--- config.mk ---
export PLATFORM = sky130hd
export DESIGN_NAME = rcg_mnd_top
export DESIGN_NICKNAME = d
export VERILOG_FILES = /design/src/rtl/rcg_pkg.sv /design/src/rtl/rcg_regs.sv /design/src/rtl/rcg_prediv.sv /design/src/rtl/rcg_mnd.sv /design/src/rtl/rcg_mnd_top.sv
export SDC_FILE = /design/constraint.sdc
export NUM_CORES = 1
export LEC_CHECK = 0
export CORE_MARGIN = 1
export CORE_UTILIZATION = 25
export CTS_BUF_LIST = sky130_fd_sc_hd__clkbuf_4 sky130_fd_sc_hd__clkbuf_8
export CTS_CLUSTER_DIAMETER = 150
export DETAILED_ROUTE_END_ITERATION = 10
export DONT_BUFFER_PORTS = 1
export GPL_ROUTABILITY_DRIVEN = 0
export GPL_TIMING_DRIVEN = 0
export SYNTH_ARGS = -nofsm -noshare
export SYNTH_HDL_FRONTEND = slang
export SYNTH_SLANG_ARGS = --single-unit
--- constraint.sdc ---
create_clock -name clk -period 4.59 [get_ports clk]
set_input_delay 0.459 -clock clk [delete_from_list [all_inputs] [get_ports clk]]
set_output_delay 0.459 -clock clk [all_outputs]
set_load 0.05 [all_outputs]
--- src/rtl/rcg_pkg.sv ---
package rcg_pkg;
  localparam int DIV_W  = 5;
  localparam int SRC_W  = 3;
  localparam int MODE_W = 2;
  localparam int CFG_W  = 14;
  localparam int AW     = 5;

  localparam int CFG_DIV_LSB  = 0;
  localparam int CFG_SRC_LSB  = 8;
  localparam int CFG_MODE_LSB = 12;

  localparam logic [SRC_W-1:0]  SRC_REF   = 3'd0;
  localparam logic [SRC_W-1:0]  SRC_PLL   = 3'd1;
  localparam logic [MODE_W-1:0] MODE_DUAL = 2'd2;

  localparam logic [AW-1:0] OFF_CFG = 5'h00;
  localparam logic [AW-1:0] OFF_CMD = 5'h04;
  localparam logic [AW-1:0] OFF_M   = 5'h08;
  localparam logic [AW-1:0] OFF_N   = 5'h0C;
  localparam logic [AW-1:0] OFF_D   = 5'h10;

  typedef struct packed {
    logic [MODE_W-1:0] mode;
    logic [SRC_W-1:0]  src;
    logic [DIV_W-1:0]  div;
  } rcg_cfg_t;

  function automatic rcg_cfg_t cfg_unpack(input logic [CFG_W-1:0] raw);
    rcg_cfg_t c;
    c.div  = raw[CFG_DIV_LSB  +: DIV_W];
    c.src  = raw[CFG_SRC_LSB  +: SRC_W];
    c.mode = raw[CFG_MODE_LSB +: MODE_W];
    return c;
  endfunction
endpackage

--- src/rtl/rcg_regs.sv ---
module rcg_regs
  import rcg_pkg::*;
#(
  parameter int MND_W  = 16,
  parameter int DATA_W = 32
) (
  input  logic              clk,
  input  logic              rst_n,
  input  logic              wr_en,
  input  logic [AW-1:0]     addr,
  input  logic [DATA_W-1:0] wdata,
  output logic [DATA_W-1:0] rdata,
  input  logic              boundary,
  output logic              load,
  output rcg_cfg_t          act_cfg,
  output logic [MND_W-1:0]  act_m,
  output logic [MND_W-1:0]  act_n,
  output logic [MND_W-1:0]  act_twod,
  output logic              act_cnt_en
);
  localparam int PAD_CFG = DATA_W - CFG_W;
  localparam int PAD_MND = DATA_W - MND_W;

  logic [CFG_W-1:0] cfg_q, cfg_d;
  logic [MND_W-1:0] m_q, m_d, n_q, n_d, d_q, d_d;
  logic             cmd_q, cmd_d, loaded_q;
  rcg_cfg_t         act_cfg_d, sh_cfg;
  logic [MND_W-1:0] act_m_d, act_n_d, act_twod_d;
  logic             act_cnt_en_d;

  assign sh_cfg = cfg_unpack(cfg_q);
  assign load   = cmd_q & boundary & ~loaded_q;

  // shadow register write path
  always_comb begin
    cfg_d = cfg_q;
    m_d   = m_q;
    n_d   = n_q;
    d_d   = d_q;
    cmd_d = cmd_q;
    if (loaded_q) cmd_d = 1'b0;
    if (wr_en) begin
      unique case (addr)
        OFF_CFG: cfg_d = wdata[CFG_W-1:0];
        OFF_CMD: if (wdata[0]) cmd_d = 1'b1;
        OFF_M:   m_d   = wdata[MND_W-1:0];
        OFF_N:   n_d   = wdata[MND_W-1:0];
        OFF_D:   d_d   = wdata[MND_W-1:0];
        default: ;
      endcase
    end
  end

  // active state: loaded in one step on an accepted update
  always_comb begin
    act_cfg_d    = act_cfg;
    act_m_d      = act_m;
    act_n_d      = act_n;
    act_twod_d   = act_twod;
    act_cnt_en_d = act_cnt_en;
    if (load) begin
      act_cfg_d    = sh_cfg;
      act_m_d      = m_q;
      act_n_d      = ~n_q + m_q;
      act_twod_d   = ~d_q;
      act_cnt_en_d = (sh_cfg.mode == MODE_DUAL) && (n_q != '0);
    end
  end

  always_comb begin
    unique case (addr)
      OFF_CFG: rdata = {{PAD_CFG{1'b0}}, cfg_q};
      OFF_CMD: rdata = {{(DATA_W-1){1'b0}}, cmd_q};
      OFF_M:   rdata = {{PAD_MND{1'b0}}, m_q};
      OFF_N:   rdata = {{PAD_MND{1'b0}}, n_q};
      OFF_D:   rdata = {{PAD_MND{1'b0}}, d_q};
      default: rdata = '0;
    endcase
  end

  always_ff @(posedge clk or negedge rst_n) begin
    if (!rst_n) begin
      cfg_q      <= '0;
      m_q        <= '0;
      n_q        <= '0;
      d_q        <= '0;
      cmd_q      <= 1'b0;
      loaded_q   <= 1'b0;
      act_cfg    <= '0;
      act_m      <= '0;
      act_n      <= '0;
      act_twod   <= '0;
      act_cnt_en <= 1'b0;
    end else begin
      cfg_q      <= cfg_d;
      m_q        <= m_d;
      n_q        <= n_d;
      d_q        <= d_d;
      cmd_q      <= cmd_d;
      loaded_q   <= load;
      act_cfg    <= act_cfg_d;
      act_m      <= act_m_d;
      act_n      <= act_n_d;
      act_twod   <= act_twod_d;
      act_cnt_en <= act_cnt_en_d;
    end
  end

  assert_cmd_clear_R8: assert property (@(posedge clk) disable iff (!rst_n)
    $fell(cmd_q) |-> $past(load, 2));
  assert_single_load_R8: assert property (@(posedge clk) disable iff (!rst_n)
    load |=> !load);
  assert_cfg_mask_R2: assert property (@(posedge clk) disable iff (!rst_n)
    (addr == OFF_CFG) |-> (rdata[DATA_W-1:CFG_W] == '0));
endmodule

--- src/rtl/rcg_prediv.sv ---
module rcg_prediv
  import rcg_pkg::*;
(
  input  logic             clk,
  input  logic             rst_n,
  input  logic             ref_stb,
  input  logic             pll_stb,
  input  logic [SRC_W-1:0] src,
  input  logic [DIV_W-1:0] div,
  input  logic             clear,
  output logic             tick,
  output logic             src_ok
);
  localparam int ACC_W = DIV_W + 1;

  logic [ACC_W-1:0] acc_q, acc_d, lim, sum;
  logic             sel_stb;

  always_comb begin
    unique case (src)
      SRC_REF: begin sel_stb = ref_stb; src_ok = 1'b1; end
      SRC_PLL: begin sel_stb = pll_stb; src_ok = 1'b1; end
      default: begin sel_stb = 1'b0;    src_ok = 1'b0; end
    endcase
  end

  // ratio (div+1)/2 tracked in half-strobe units
  assign lim = (div == '0) ? ACC_W'(2) : ({1'b0, div} + ACC_W'(1));
  assign sum = acc_q + ACC_W'(2);

  always_comb begin
    acc_d = acc_q;
    tick  = 1'b0;
    if (sel_stb) begin
      if (sum >= lim) begin
        tick  = 1'b1;
        acc_d = sum - lim;
      end else begin
        acc_d = sum;
      end
    end
    if (clear) acc_d = '0;
  end

  always_ff @(posedge clk or negedge rst_n) begin
    if (!rst_n) acc_q <= '0;
    else        acc_q <= acc_d;
  end

  assert_prediv_range_R4: assert property (@(posedge clk) disable iff (!rst_n)
    acc_q < lim);
  assert_tick_needs_src_R3: assert property (@(posedge clk) disable iff (!rst_n)
    tick |-> (src == SRC_REF ? ref_stb : pll_stb));
endmodule

--- src/rtl/rcg_mnd.sv ---
module rcg_mnd #(
  parameter int MND_W = 16
) (
  input  logic             clk,
  input  logic             rst_n,
  input  logic             tick,
  input  logic             clear,
  input  logic             cnt_en,
  input  logic [MND_W-1:0] m,
  input  logic [MND_W-1:0] n,
  input  logic [MND_W-1:0] twod,
  output logic             en_o,
  output logic             lvl_o
);
  localparam int SUM_W = MND_W + 1;

  logic [MND_W-1:0] acc_q, acc_d, step;
  logic [SUM_W-1:0] sum, diff;
  logic             wrap, en_d, lvl_d;

  assign sum  = {1'b0, acc_q} + {1'b0, m};
  assign diff = sum - {1'b0, n};
  assign wrap = (sum >= {1'b0, n});
  assign step = wrap ? diff[MND_W-1:0] : sum[MND_W-1:0];

  always_comb begin
    acc_d = acc_q;
    en_d  = 1'b0;
    lvl_d = cnt_en ? lvl_o : 1'b0;
    if (tick) begin
      if (cnt_en) begin
        acc_d = step;
        en_d  = wrap;
        lvl_d = ({step, 1'b0} < {1'b0, twod});
      end else begin
        en_d  = 1'b1;
        lvl_d = 1'b1;
      end
    end
    if (clear) acc_d = '0;
  end

  always_ff @(posedge clk or negedge rst_n) begin
    if (!rst_n) begin
      acc_q <= '0;
      en_o  <= 1'b0;
      lvl_o <= 1'b0;
    end else begin
      acc_q <= acc_d;
      en_o  <= en_d;
      lvl_o <= lvl_d;
    end
  end

  assert_acc_range_R5: assert property (@(posedge clk) disable iff (!rst_n)
    (cnt_en && (m < n)) |-> (acc_q < n));
  assert_bypass_level_R6: assert property (@(posedge clk) disable iff (!rst_n)
    (!cnt_en && !$past(cnt_en)) |-> (lvl_o == en_o));
endmodule

--- src/rtl/rcg_mnd_top.sv ---
module rcg_mnd_top
  import rcg_pkg::*;
#(
  parameter int MND_W  = 16,
  parameter int DATA_W = 32
) (
  input  logic              clk,
  input  logic              rst_n,
  input  logic              ref_stb_i,
  input  logic              pll_stb_i,
  input  logic              bus_we_i,
  input  logic [AW-1:0]     bus_addr_i,
  input  logic [DATA_W-1:0] bus_wdata_i,
  output logic [DATA_W-1:0] bus_rdata_o,
  output logic              clk_en_o,
  output logic              clk_lvl_o
);
  logic [1:0]       rsync_q;
  logic             rst_n_s;
  logic             tick_w, src_ok_w, load_w, cnt_en_w;
  rcg_cfg_t         act_cfg_w;
  logic [MND_W-1:0] act_m_w, act_n_w, act_twod_w;

  always_ff @(posedge clk or negedge rst_n) begin
    if (!rst_n) rsync_q <= 2'b00;
    else        rsync_q <= {rsync_q[0], 1'b1};
  end
  assign rst_n_s = rsync_q[1];

  rcg_regs #(.MND_W(MND_W), .DATA_W(DATA_W)) u_regs (
    .clk        (clk),
    .rst_n      (rst_n_s),
    .wr_en      (bus_we_i),
    .addr       (bus_addr_i),
    .wdata      (bus_wdata_i),
    .rdata      (bus_rdata_o),
    .boundary   (tick_w | ~src_ok_w),
    .load       (load_w),
    .act_cfg    (act_cfg_w),
    .act_m      (act_m_w),
    .act_n      (act_n_w),
    .act_twod   (act_twod_w),
    .act_cnt_en (cnt_en_w)
  );

  rcg_prediv u_prediv (
    .clk     (clk),
    .rst_n   (rst_n_s),
    .ref_stb (ref_stb_i),
    .pll_stb (pll_stb_i),
    .src     (act_cfg_w.src),
    .div     (act_cfg_w.div),
    .clear   (load_w),
    .tick    (tick_w),
    .src_ok  (src_ok_w)
  );

  rcg_mnd #(.MND_W(MND_W)) u_mnd (
    .clk    (clk),
    .rst_n  (rst_n_s),
    .tick   (tick_w),
    .clear  (load_w),
    .cnt_en (cnt_en_w),
    .m      (act_m_w),
    .n      (act_n_w),
    .twod   (act_twod_w),
    .en_o   (clk_en_o),
    .lvl_o  (clk_lvl_o)
  );

  assert_enable_after_tick_R9: assert property (@(posedge clk) disable iff (!rst_n_s)
    clk_en_o |-> $past(tick_w));
  assert_no_out_reserved_R3: assert property (@(posedge clk) disable iff (!rst_n_s)
    (!src_ok_w && !$past(load_w)) |-> !clk_en_o);
endmodule

* Word-level counts from Yosys, hierarchy flattened *
Index checks and enable logic that the tools add are counted.

word-level totals
  bits in registers = 147
  bits in latches = 0
  RAM bits = 0
  bits in read-only memories = 0
  input bits = 42
  output and inout port bits = 34
  word-level logic and storage cells = 76
  memories = 0

cells by class
  add/subtract/negate cells = 6
  multiply operators = 0
  divide/modulo/power cells = 0
  order comparisons = 3
  equal/unequal tests = 7
  shift-type cells = 0
  mux-type cells = 22
  bitwise operators = 7
  reduce and logical (&&, ||, !) cells = 14

operators with widths
  operator                                                                number
  16-bit one-hot mux with 5 select lines                                  1
  16-bit 2-to-1 mux                                                       4
  16-bit NOT                                                              2
  6-bit 2-to-1 mux                                                        4
  16-bit by 16-bit adder with 17-bit output                               1
  17-bit by 16-bit >= comparator with 1-bit output                        1
  17-bit by 16-bit < comparator with 1-bit output                         1
  16-bit adder                                                            1
  16-bit nonzero test                                                     1
  16-bit subtractor                                                       1
  1-bit 2-to-1 mux                                                        12
  5-bit by 4-bit equality test with 1-bit output (second input constant)  2
  5-bit logical NOT                                                       2
  2-bit AND reduction                                                     5
  5-bit by 1-bit adder with 6-bit output (second input constant)          1
  6-bit by 2-bit adder with 6-bit output (second input constant)          1
  6-bit >= comparator                                                     1
  2-bit nonzero test                                                      3
  6-bit subtractor                                                        1
  5-bit by 3-bit equality test with 1-bit output (second input constant)  1
  5-bit equality test (second input constant)                             1
  3-bit by 1-bit equality test with 1-bit output (second input constant)  1
  3-bit logical NOT                                                       1
  1-bit bitwise AND                                                       2
  7 further kinds                                                         8

* Longest topological paths before layout *
Gate-level depths: netlist of run 1.

  depth in word-level cells = 10
  depth in mapped cells = 28
  depth with buffers taken out = 27

* Cells and area by module *
A second synthesis of run 1 with hierarchy kept.

second synthesis, totals
  cell total of the unflattened synthesis = 991
  area total of the unflattened synthesis = 9507.9 um^2

by module, submodules not included
  module       instances  cells each  area an instance (um^2)  sequential area each (um^2)
  rcg_regs     1          562         5849.4                   3078.0
  rcg_mnd      1          336         2836.5                   450.4
  rcg_prediv   1          89          762.0                    150.1
  rcg_mnd_top  1          4           60.1                     50.0

* Least setup slack after synthesis of run 1 *
Ideal clock, no wire load.

  kind = reg2reg
  start point = reg u_regs.act_m[0]
  end point = reg u_mnd.lvl_o
  setup time = 0.066 ns
  arrival = 5.179 ns
  data required time = 4.524 ns
  setup slack = -0.655 ns
  cell stages (with the launch flop) = 26
  path buffers = 1
  period minus slack after synthesis = 5.245 ns
  cells stage by stage = dfrtp_1 > ha_1 > inv_1 > fa_1 > nand2b_1 > a21oi_1 > or4_1 > a31oi_1 > o21ai_0 > xor2_1 > ha_1 > a21o_1 > a221oi_4 > a21boi_2 > o22a_4 > o21bai_4 > o211ai_4 > buf_6 > mux2_4 > ha_1 > a21o_1 > a21o_1 > a21oi_1 > nor2_1 > a2111oi_0 > a31o_1

on the way
  longest elaborated chain between the ends = 6
  elaborated cells between the ends (all ways) = 7
  classes of those cells = add/sub: 2; order compare: 2; mux: 3

ends and longest elaborated chain
  element                                                                                line                          source
  start: declaration                                                                     rcg_regs.sv:16                output logic [MND_W-1:0] act_m,
  start signal: assignment                                                               rcg_regs.sv:102               act_m <= act_m_d;
  16-bit by 16-bit adder with 17-bit output *                                            rcg_mnd.sv:21                 assign sum = {1'b0, acc_q} + {1'b0, m};
  16-bit subtractor or 17-bit by 16-bit >= comparator with 1-bit output (tied branches)  rcg_mnd.sv:22, rcg_mnd.sv:23
  16-bit 2-to-1 mux *                                                                    rcg_mnd.sv:24                 assign step = wrap ? diff[MND_W-1:0] : sum[MND_W-1:0];
  17-bit by 16-bit < comparator with 1-bit output *                                      rcg_mnd.sv:34                 lvl_d = ({step, 1'b0} < {1'b0, twod});
  1-bit 2-to-1 mux *                                                                     rcg_mnd.sv:31                 if (cnt_en) begin
  1-bit 2-to-1 mux *                                                                     rcg_mnd.sv:30                 if (tick) begin
  end signal: assignment                                                                 rcg_mnd.sv:51                 lvl_o <= lvl_d;
  end: declaration                                                                       rcg_mnd.sv:13                 output logic lvl_o

Mark *: on every way between the ends. The rest lies on a longest branch, timed or not.
A chain may end at the register's enable or synchronous reset.

* Worst setup path after layout of run 1 *
Ends and elaborated chain as after synthesis.

==> summary.md, run 1 <==
| Metric | Value |
|---|---|
| Status | finished with violations |
| Violated checks | negative setup slack |
| Final Max Tran Viols | 0 |
| Max Cap Viol | 0 |
| Initial Utilization | 25.5% |
| XOR/XNOR share of the synthesized area | 4.23% |
| Worst Path Buf+Inv | 3 |
| Comb pwr share | 64.8% |
| Fin. Hold Viols | 0 |
| Mapped Cells | 947 |
| Synthesized flop and latch total | 147 |
| Routed wire per std cell | 16.2 µm |
| Avg Synthesized Cell Area | 9.84 µm² |
| Number of antenna violations at the first check in global routing | 0 |
| Final wirelength | 24100 µm |
| Layout cells sized above 1 | 18.5% |
| CP Data Required Time | 4970 ps |
| Pre-antenna DRT Iters | 5 |
| Post-Place Cells | 1432 |
| Ys flop type | dfrtp_1 |
| Compound-gate portion of the synthesized area | 14.3% |
| Core area | 36600 µm² |
| Antenna cells | 0 |
| Fin cells | 1482 |
| Worst-case clock buffer depth | 2 |
| Critical path's largest stage delay | 440 ps |
| Final period util | 114% |
| FFs w/ async S/R, synth | 100% |
| Yosys cell types | 69 |
| Top post-synthesis cells by count | dfrtp_1 (147), nand2_1 (128), ha_1 (71), mux2_2 (71), inv_1 (64) |
| Sw Share | 44.1% |
| Seq/Total Area, Yosys | 39.5% |
| GRT Overall Usage | 12.8% |
| Crit Path Category | flop to flop |
| Delay-heaviest family, CP | compound AO/OA/AOI/OAI gates |
| Io pins | 76 |
| First-pass GRT wire length | 38500 µm |
| Lkg Pwr | 5.16 nW |
| Combinational family with the most area after synthesis | compound AO/OA/AOI/OAI gates |
| Setup TNS | -666 ps |
| Filler Cell Count | 3816 |
| Crit path max-delay cell type | or4_4 |
| CTS H-tree lvls | 4 |
| Row count | 70 |
| Met3 global-route usage | 1.73% |
| Die W | 195 µm |
| Remaining DRCs | 0 |
| Largest area contributor in the netlist | dfrtp_1 |
| Pin count of the biggest net entering global routing | 63 |
| Dpl hpwl | 18800 µm |
| Pint | 5.26 mW |
| Slew of the pin with the lowest slew margin | 1290 ps |
| Post-synth EDFFs | 0 |
| Total number of vias | 6968 |
| Fmax | 190 MHz |
| CTS buffer count | 17 |
| Total grt overflow | 0 |
| Most common cell in the netlist | dfrtp_1 |
| Met1 Resource Use GR | 16.8% |
| Number of global-route vias before repair | 7051 |
| Clock latency on the worst-skew pair | 440 ps |
| Area contributors post-synth | dfrtp_1 (39%), ha_1 (9.5%), mux2_2 (8.6%), nand2_1 (5.2%), mux2i_1 (3.8%) |
| Clock sinks | 147 |
| Critical Path Sink Type | flop |
| Port Buf Inserts | 0 |
| Post-route setup slack | -666 ps |
| CTS root buf | clkbuf_8 |
| Type of the worst min-delay path | input pin to flop |
| CP arrival | 5640 ps |
| Net switching power | 4.14 mW |
| Die height | 195 µm |
| Setup Skew | 14.4 ps |
| Sequential power share | 22.5% |
| Max VDD drop | 293 µV |
| Die Area | 38100 µm² |
| Vias/cell | 4.70 |
| CTS clk-pin slew, worst paths | 90 ps |
| Syn-to-layout area delta | 15.9% |
| Most Used Layer, Global Route | met2 |
| Post-route minimum period | 5260 ps |
| Adder-Cell Fraction of Synth Area | 10.4% |
| CP max FO | 8 |
| Synth Cell Area | 9320 µm² |
| Met2 Usage GRT | 22.2% |
| Number of DRC markers in iteration 0 | 340 |
| Post-route ant nets | 0 |
| TritonCTS clock tree | built |
| Slew margin rel. | 15.5% |
| Clk pwr share | 12.6% |
| RSZ-0062 raised after global routing | yes |
| Setup violators final | 1 |
| Multiplexer share of the synthesized area | 13.3% |
| Synthesis warning total | 0 |
| Simple-gate share of the synthesized area | 12.8% |
| Top cell by count, worst path | a21o_1 |
| Startpoint types | flop |
| Synth top area share | 39.5% |
| Pwr Density | 870 nW/µm² |
| Final net count | 1119 |
stage by stage:
step | power, mW | util [%] | instance area [µm²] | hold WS [ps] | setup slack (ps)
2_1_floorplan | 6.46 | - | 9420 | 163 | -542
3_3_place_gp | 7.56 | 27.3 | 10000 | 163 | -1570
3_5_place_dp | 7.70 | 27.5 | 10100 | 163 | -1140
4_1_cts | 9.19 | 29.2 | 10700 | 141 | -796
5_1_grt | 10.2 | 29.5 | 10800 | 130 | -885
6_report | 9.40 | 29.5 | 10800 | 163 | -666
worst paths after layout:
| kind | from | to | slack, ps | cells after the start |
|---|---|---|---|---|
| max in group asynchronous | rsync_q[1] | u_regs.act_n[11] | 3690 | 1 |
| max | u_regs.act_m[0] | u_mnd.lvl_o | -670 | 26 |
| min reg2reg | rsync_q[1] | u_regs.act_cfg[0] | 260 | 0 |
| min | bus_wdata_i[7] | u_regs.cfg_q[7] | 160 | 1 |
| max reg2reg | u_regs.act_m[0] | u_mnd.lvl_o | -670 | 26 |
| min in group asynchronous | rst_n | rsync_q[1] | 250 | 1 |
sequential cells by signal (all words and copies together) (netlist names), 8 cells and up:
signal	cells
u_regs.act_n	16
u_regs.n_q	16
u_regs.cfg_q	14
u_mnd.acc_q	16
u_regs.act_cfg	8
u_regs.m_q	16
u_regs.act_m	16
u_regs.d_q	16
u_regs.act_twod	16
cell usage in the layout (no fill, tap or decap), drive strengths merged, types with 18 or more instances in the layout:
cell type,count
a21oi,44
nand3,24
dfrtp,147
nand2,128
buf,48
xnor2,27
nor2,32
ha,71
a21o,22
mux2,77
clkbuf,40
inv,67
xor2,18
mux2i,35
o21ai,57
logic make-up (layout without fill, tap and decap cells):
group,Yosys count,count (layout)
other cells,2,17
simple gates,253,253
mux,112,112
fa+ha+maj,75,75
xor+xnor,45,45
flops,147,147
buf+inv,113,165
compound gates,200,200
power by group through the flow:
stage,logic (mW),registers (mW),clock network (mW)
after global routing,6.78,2.17,1.26
after CTS,5.87,2.11,1.21
after detailed placement,5.57,2.13,0
after global placement,5.43,2.14,0
after floorplan,4.45,2.01,0
final,6.10,2.12,1.19
metal layers:
layer	share of wire [%]	up-vias
li1	-	3445
met1	47	3366
met2	49	139
met3	2.7	18
met4	1.2	0
met5	0	-
repair_timing:
item / CTS / global route
hold endpoints to repair: 2 / 0
gates resized for setup: 11 / 12
hold buffers: 1 / 0
setup endpoints to repair: 7 / 4
pin swaps: 15 / 12
buffers inserted: 13 / 5
final cells by class:
| cell class | count | area [µm²] | share of cell area (%) |
|---|---|---|---|
| Multi-Input combinational cell | 702 | 5360 | 49.6 |
| Sequential cell | 147 | 3680 | 34.1 |
| Tap cell | 468 | 586 | 5.42 |
| Clock buffer | 20 | 269 | 2.49 |
| Buffer | 48 | 265 | 2.46 |
| Inverter | 65 | 244 | 2.26 |
| Clock inverter | 11 | 200 | 1.85 |
| Timing Repair Buffer | 21 | 200 | 1.85 |
(Power assumes the default switching activity.)
==> inputs of run 2 (changes only) <==
- CORE_ASPECT_RATIO: not set -> 1.4
- SLEW_MARGIN: not set -> 0
==> run 2 against run 1 <==
The run still ends with negative setup slack left. Clock power fell by 8%. Clock-buffer cell count rose by 1. Critical path depth rose by 2. Total power fell by 1.7%. Final cell count fell by 0.40%. Critical path type unchanged. Critical endpoint unchanged. Largest power group unchanged.
==> summary.md, run 2 (synthesis results as in run 1) <==
| Metric | Value |
|---|---|
| Startpoint types | flop |
| Pwr Density | 863 nW/µm² |
| Number of antenna violations at the first check in global routing | 0 |
| GRT Overall Usage | 13.7% |
| Worst-case clock buffer depth | 2 |
| CP arrival | 5750 ps |
| CP max FO | 6 |
| Post-route ant nets | 0 |
| Critical Path Sink | u_mnd.lvl_o |
| R2r setup slk | -790 ps |
| Dpl hpwl | 19700 µm |
| Total grt overflow | 0 |
| Crit Path Category | flop to flop |
| CTS root buf | clkbuf_8 |
| Layout cells sized above 1 | 18.0% |
| Die height | 230 µm |
| Placed Area | 10100 µm² |
| CTS H-tree lvls | 4 |
| Lkg Pwr | 5.11 nW |
| Commonest non-fill, non-tap cells in the layout | dfrtp_1 (146), nand2_1 (128), mux2_2 (70), ha_1 (66), inv_1 (62) |
| Row count | 83 |
| Vias/cell | 4.79 |
| Remaining DRCs | 0 |
| Syn-to-layout area delta | 14.8% |
| Io pins | 76 |
| CP Data Required Time | 4960 ps |
| Type of the worst min-delay path | input pin to flop |
| Fin cells | 1476 |
| Setup violators final | 1 |
| Hold_sp | bus_wdata_i[7] |
| Routed wire per std cell | 16.8 µm |
| Worst r2r src | u_regs.act_m[0] |
| CP Launch Point | u_regs.act_m[0] |
| Number of global-route vias before repair | 7338 |
| Overall Power | 9.24 mW |
| Critical Path Sink Type | flop |
| Final net count | 1113 |
| TritonCTS clock tree | built |
| Max VDD drop | 255 µV |
| Worst r2r dst | u_mnd.lvl_o |
| Die Area | 38100 µm² |
| Status | finished with violations |
| Slew of the pin with the lowest slew margin | 1440 ps |
| Pin count of the biggest net entering global routing | 70 |
| Initial Utilization | 25.4% |
| Hold_ws | 131 ps |
| Post-route minimum period | 5380 ps |
| Final Max Tran Viols | 0 |
| Fin. Hold Viols | 0 |
| Crit path max-delay cell type | or4_4 |
| Post-route setup slack | -791 ps |
| First-pass GRT wire length | 39900 µm |
| Cell area after layout | 10700 µm² |
| RSZ-0062 raised after global routing | yes |
| Fmax | 186 MHz |
| Port Buf Inserts | 0 |
| Clock latency on the worst-skew pair | 470 ps |
| Antenna cells | 0 |
| CTS buffer count | 17 |
| Violated checks | negative setup slack |
| Most common cell after layout, fill and taps aside | dfrtp_1 |
| Final period util | 117% |
| Setup TNS | -791 ps |
| Clock sinks | 147 |
| Pre-antenna DRT Iters | 5 |
| R2R depth | 28 |
| Filler Cell Count | 3875 |
| Number of DRC markers in iteration 0 | 306 |
| Die W | 165 µm |
| CTS clk-pin slew, worst paths | 90 ps |
| Critical path's largest stage delay | 440 ps |
| Core area | 36700 µm² |
| Slew margin rel. | 3.32% |
| Final wirelength | 24800 µm |
| Total number of vias | 7073 |
| Setup Skew | 12.3 ps |
| Max Cap Viol | 0 |
| Post-Place Cells | 1431 |
==> run 2: metrics by stage <==
stage,worst slack [ps],util (%)
after floorplan,-542,-
after global placement,-1560,27.3
after detailed placement,-1290,27.5
after CTS,-923,29.0
after global routing,-1010,29.2
final,-791,29.2
==> run 2: critical path, delay by kind of cell (launching register included) <==
family          cells  cell delay, ps
mux                 1             200
fa+ha+maj           4            1010
buf+inv             3             280
compound gates     14            2260
xor+xnor            1             180
flops               1             400
simple gates        5             940
==> run 2: routing by layer <==
metal  GRT usage (%)  part of all wire, %  vias up
li1                -                    -     3447
met1            14.9                   39     3428
met2            24.8                   53      153
met3            2.14                  3.2       45
met4            7.37                  4.5        0
met5               0                    0        -
==> run 2: repair_timing <==
| item | 4_1_cts | 5_1_grt |
|---|---|---|
| buffers inserted | 7 | 5 |
| hold buffers | 1 | 0 |
| resized for setup | 12 | 9 |
| setup endpoints to repair | 8 | 4 |
| endpoints found under the hold margin | 2 | 0 |
| pin swaps | 19 | 16 |
| cloned | 0 | 0 |
==> run 2: layout make-up <==
| cell class | instances | area (µm²) | share of cell area, % |
|---|---|---|---|
| repair buffers | 15 | 155 | 1.45 |
| multi-input cells | 702 | 5350 | 50.0 |
| inverters | 65 | 244 | 2.28 |
| flip-flops and latches | 147 | 3680 | 34.4 |
| clock buffers | 21 | 277 | 2.58 |
| well taps | 467 | 584 | 5.46 |
| plain buffers | 48 | 265 | 2.48 |
| clock inverters | 11 | 149 | 1.39 |
==> run 2: worst min path at each step <==
stage	endpoint	slack [ps]	depth (start not counted)
after floorplan	rsync_q[0]	160	0
after global placement	rsync_q[0]	160	0
after detailed placement	u_prediv.acc_q[2]	160	0
after CTS	u_regs.n_q[5]	100	1
after global routing	u_regs.n_q[5]	100	1
final	u_regs.n_q[7]	130	1
==> run 2: where the power goes <==
| group | internal (mW) | switching, mW |
|---|---|---|
| Clock | 0.580 | 0.508 |
| Sequential | 1.73 | 0.365 |
| Combinational | 2.79 | 3.27 |
| Total | 5.10 | 4.14 |
==> inputs of run 3 (changes only) <==
- CTS_CLUSTER_DIAMETER: 150 -> not set
- MAX_ROUTING_LAYER: not set -> met4
- clock period: 4.59 -> 4.7 ns (I/O delays scaled with it)
==> run 3 against run 2 <==
The flow still finishes with violations (negative setup slack). Clock skew up 4.1 ps. Sequential share of layout area unchanged. Non-clock buffer count unchanged. Critical path depth unchanged. Via count down 0.75%. Global-route usage up 0.41 points. Combinational power down 2%. Clock power about the same. Wire length about the same. Worst setup slack better by 110 ps. Clock-buffer cell count unchanged. Register-to-register slack better by 110 ps. Critical endpoint unchanged. Largest cell class unchanged. Highest routed layer unchanged.
==> summary.md, run 3 (synthesis results as in run 1) <==
| Metric | Value |
|---|---|
| Pwr Density | 843 nW/µm² |
| Max VDD drop | 249 µV |
| CTS buffer count | 17 |
| Total grt overflow | 0 |
| CP Data Required Time | 5070 ps |
| Syn-to-layout area delta | 14.8% |
| CTS root buf | clkbuf_8 |
| Setup Skew | 16.4 ps |
| Worst-case clock buffer depth | 2 |
| Number of global-route vias before repair | 7332 |
| Most common cell after layout, fill and taps aside | dfrtp_1 |
| Clock sinks | 147 |
| Row count | 83 |
| Final net count | 1113 |
| Number of antenna violations at the first check in global routing | 0 |
| Final wirelength | 24800 µm |
| Setup TNS | -678 ps |
| TritonCTS clock tree | built |
| Final period util | 114% |
| RSZ-0062 raised after global routing | yes |
| Slew margin rel. | 4.68% |
| Critical Path Sink Type | flop |
| Die Area | 38100 µm² |
| Routed wire per std cell | 16.8 µm |
| Startpoint types | flop |
| Dpl hpwl | 19700 µm |
| Layout cells sized above 1 | 18.0% |
| First-pass GRT wire length | 39900 µm |
| Post-route minimum period | 5380 ps |
| Initial Utilization | 25.4% |
| Crit Path Category | flop to flop |
| Fin. Hold Viols | 0 |
| Total number of vias | 7020 |
| Multi-input logic area | 5350 µm² |
| Io pins | 76 |
| Critical path's largest stage delay | 440 ps |
| Pin count of the biggest net entering global routing | 70 |
| Sequential cell area | 3680 µm² |
| Core area | 36700 µm² |
| Filler Cell Count | 3875 |
| Commonest non-fill, non-tap cells in the layout | dfrtp_1 (146), nand2_1 (128), mux2_2 (70), ha_1 (66), inv_1 (62) |
| Post-route setup slack | -678 ps |
| CTS clk-pin slew, worst paths | 90 ps |
| Post-Place Cells | 1431 |
| Die height | 230 µm |
| Antenna cells | 0 |
| Number of DRC markers in iteration 0 | 344 |
| Final Max Tran Viols | 0 |
| CP arrival | 5750 ps |
| CTS H-tree lvls | 4 |
| Crit path max-delay cell type | or4_4 |
| Slew of the pin with the lowest slew margin | 1420 ps |
| Remaining DRCs | 0 |
| Clock latency on the worst-skew pair | 470 ps |
| Max Cap Viol | 0 |
| Setup violators final | 1 |
| Die W | 165 µm |
| Port Buf Inserts | 0 |
| Fmax | 186 MHz |
| Pre-antenna DRT Iters | 6 |
| CP max FO | 6 |
| Vias/cell | 4.76 |
| Final core occ | 29.2% |
| Violated checks | negative setup slack |
| Post-route ant nets | 0 |
| Status | finished with violations |
| Type of the worst min-delay path | input pin to flop |
| Lkg Pwr | 5.11 nW |
| Fin cells | 1476 |
| GRT Overall Usage | 14.1% |
[run 3: metrics by stage]
step | hold slack [ps] | setup WS (ps) | total power [mW] | cell area [µm²]
final | 144 | -678 | 9.02 | 10700
after global routing | 112 | -901 | 9.85 | 10700
after CTS | 106 | -813 | 8.91 | 10600
after detailed placement | 163 | -1180 | 7.55 | 10100
after global placement | 174 | -1450 | 7.41 | 10000
after floorplan | 174 | -432 | 6.31 | 9420
[run 3: area by class of cell]
type / count / share of cell area, %
Buffer: 48 / 2.48
Clock buffer: 21 / 2.58
Clock inverter: 11 / 1.39
Inverter: 65 / 2.28
Multi-Input combinational cell: 702 / 50.0
Sequential cell: 147 / 34.4
Tap cell: 467 / 5.46
Timing Repair Buffer: 15 / 1.45
[run 3: timing repair]
| action | in CTS | in global routing |
|---|---|---|
| hold buffers | 1 | 0 |
| setup endpoints to repair | 7 | 3 |
| gates cloned | 0 | 0 |
| pin swaps | 19 | 16 |
| resized for setup | 12 | 9 |
| endpoints found under the hold margin | 2 | 0 |
| setup buffers | 7 | 5 |
[run 3: report_power, final]
group,switching (mW),internal [mW],total (mW)
clock,0.497,0.567,1.06
combinational,3.19,2.72,5.91
sequential,0.356,1.69,2.05
[run 3: worst paths after layout]
path	start	end	slack, ps	cells after the start
worst min register to register	rsync_q[1]	u_mnd.en_o	160	0
worst max-delay path	u_regs.act_m[0]	u_mnd.lvl_o	-680	28
worst min-delay path	bus_wdata_i[7]	u_regs.n_q[7]	140	1
max in group asynchronous	rsync_q[1]	u_regs.d_q[13]	3580	2
min in group asynchronous	rsync_q[1]	u_mnd.en_o	160	0
worst max register to register	u_regs.act_m[0]	u_mnd.lvl_o	-680	28
[run 3: metal layers]
layer	part of all wire (%)	wire length, µm	up-vias	GRT usage, %
met3	2.7	660	44	1.94
met5	0	0	-	-
li1	-	-	3443	-
met2	53	13100	137	24.9
met1	40	9930	3396	15.1
met4	4.4	1090	0	7.11
[run 3: worst max-delay path: cells and delay by family, from the launching register on]
kind | cells | cell delay (ps)
buffers and inverters | 3 | 280
and+or+nand+nor | 5 | 940
DFF | 1 | 400
xor gates and xnor gates | 1 | 180
muxes | 1 | 200
AOI/OAI and AO/OA | 14 | 2260
adders and majority gates | 4 | 1010
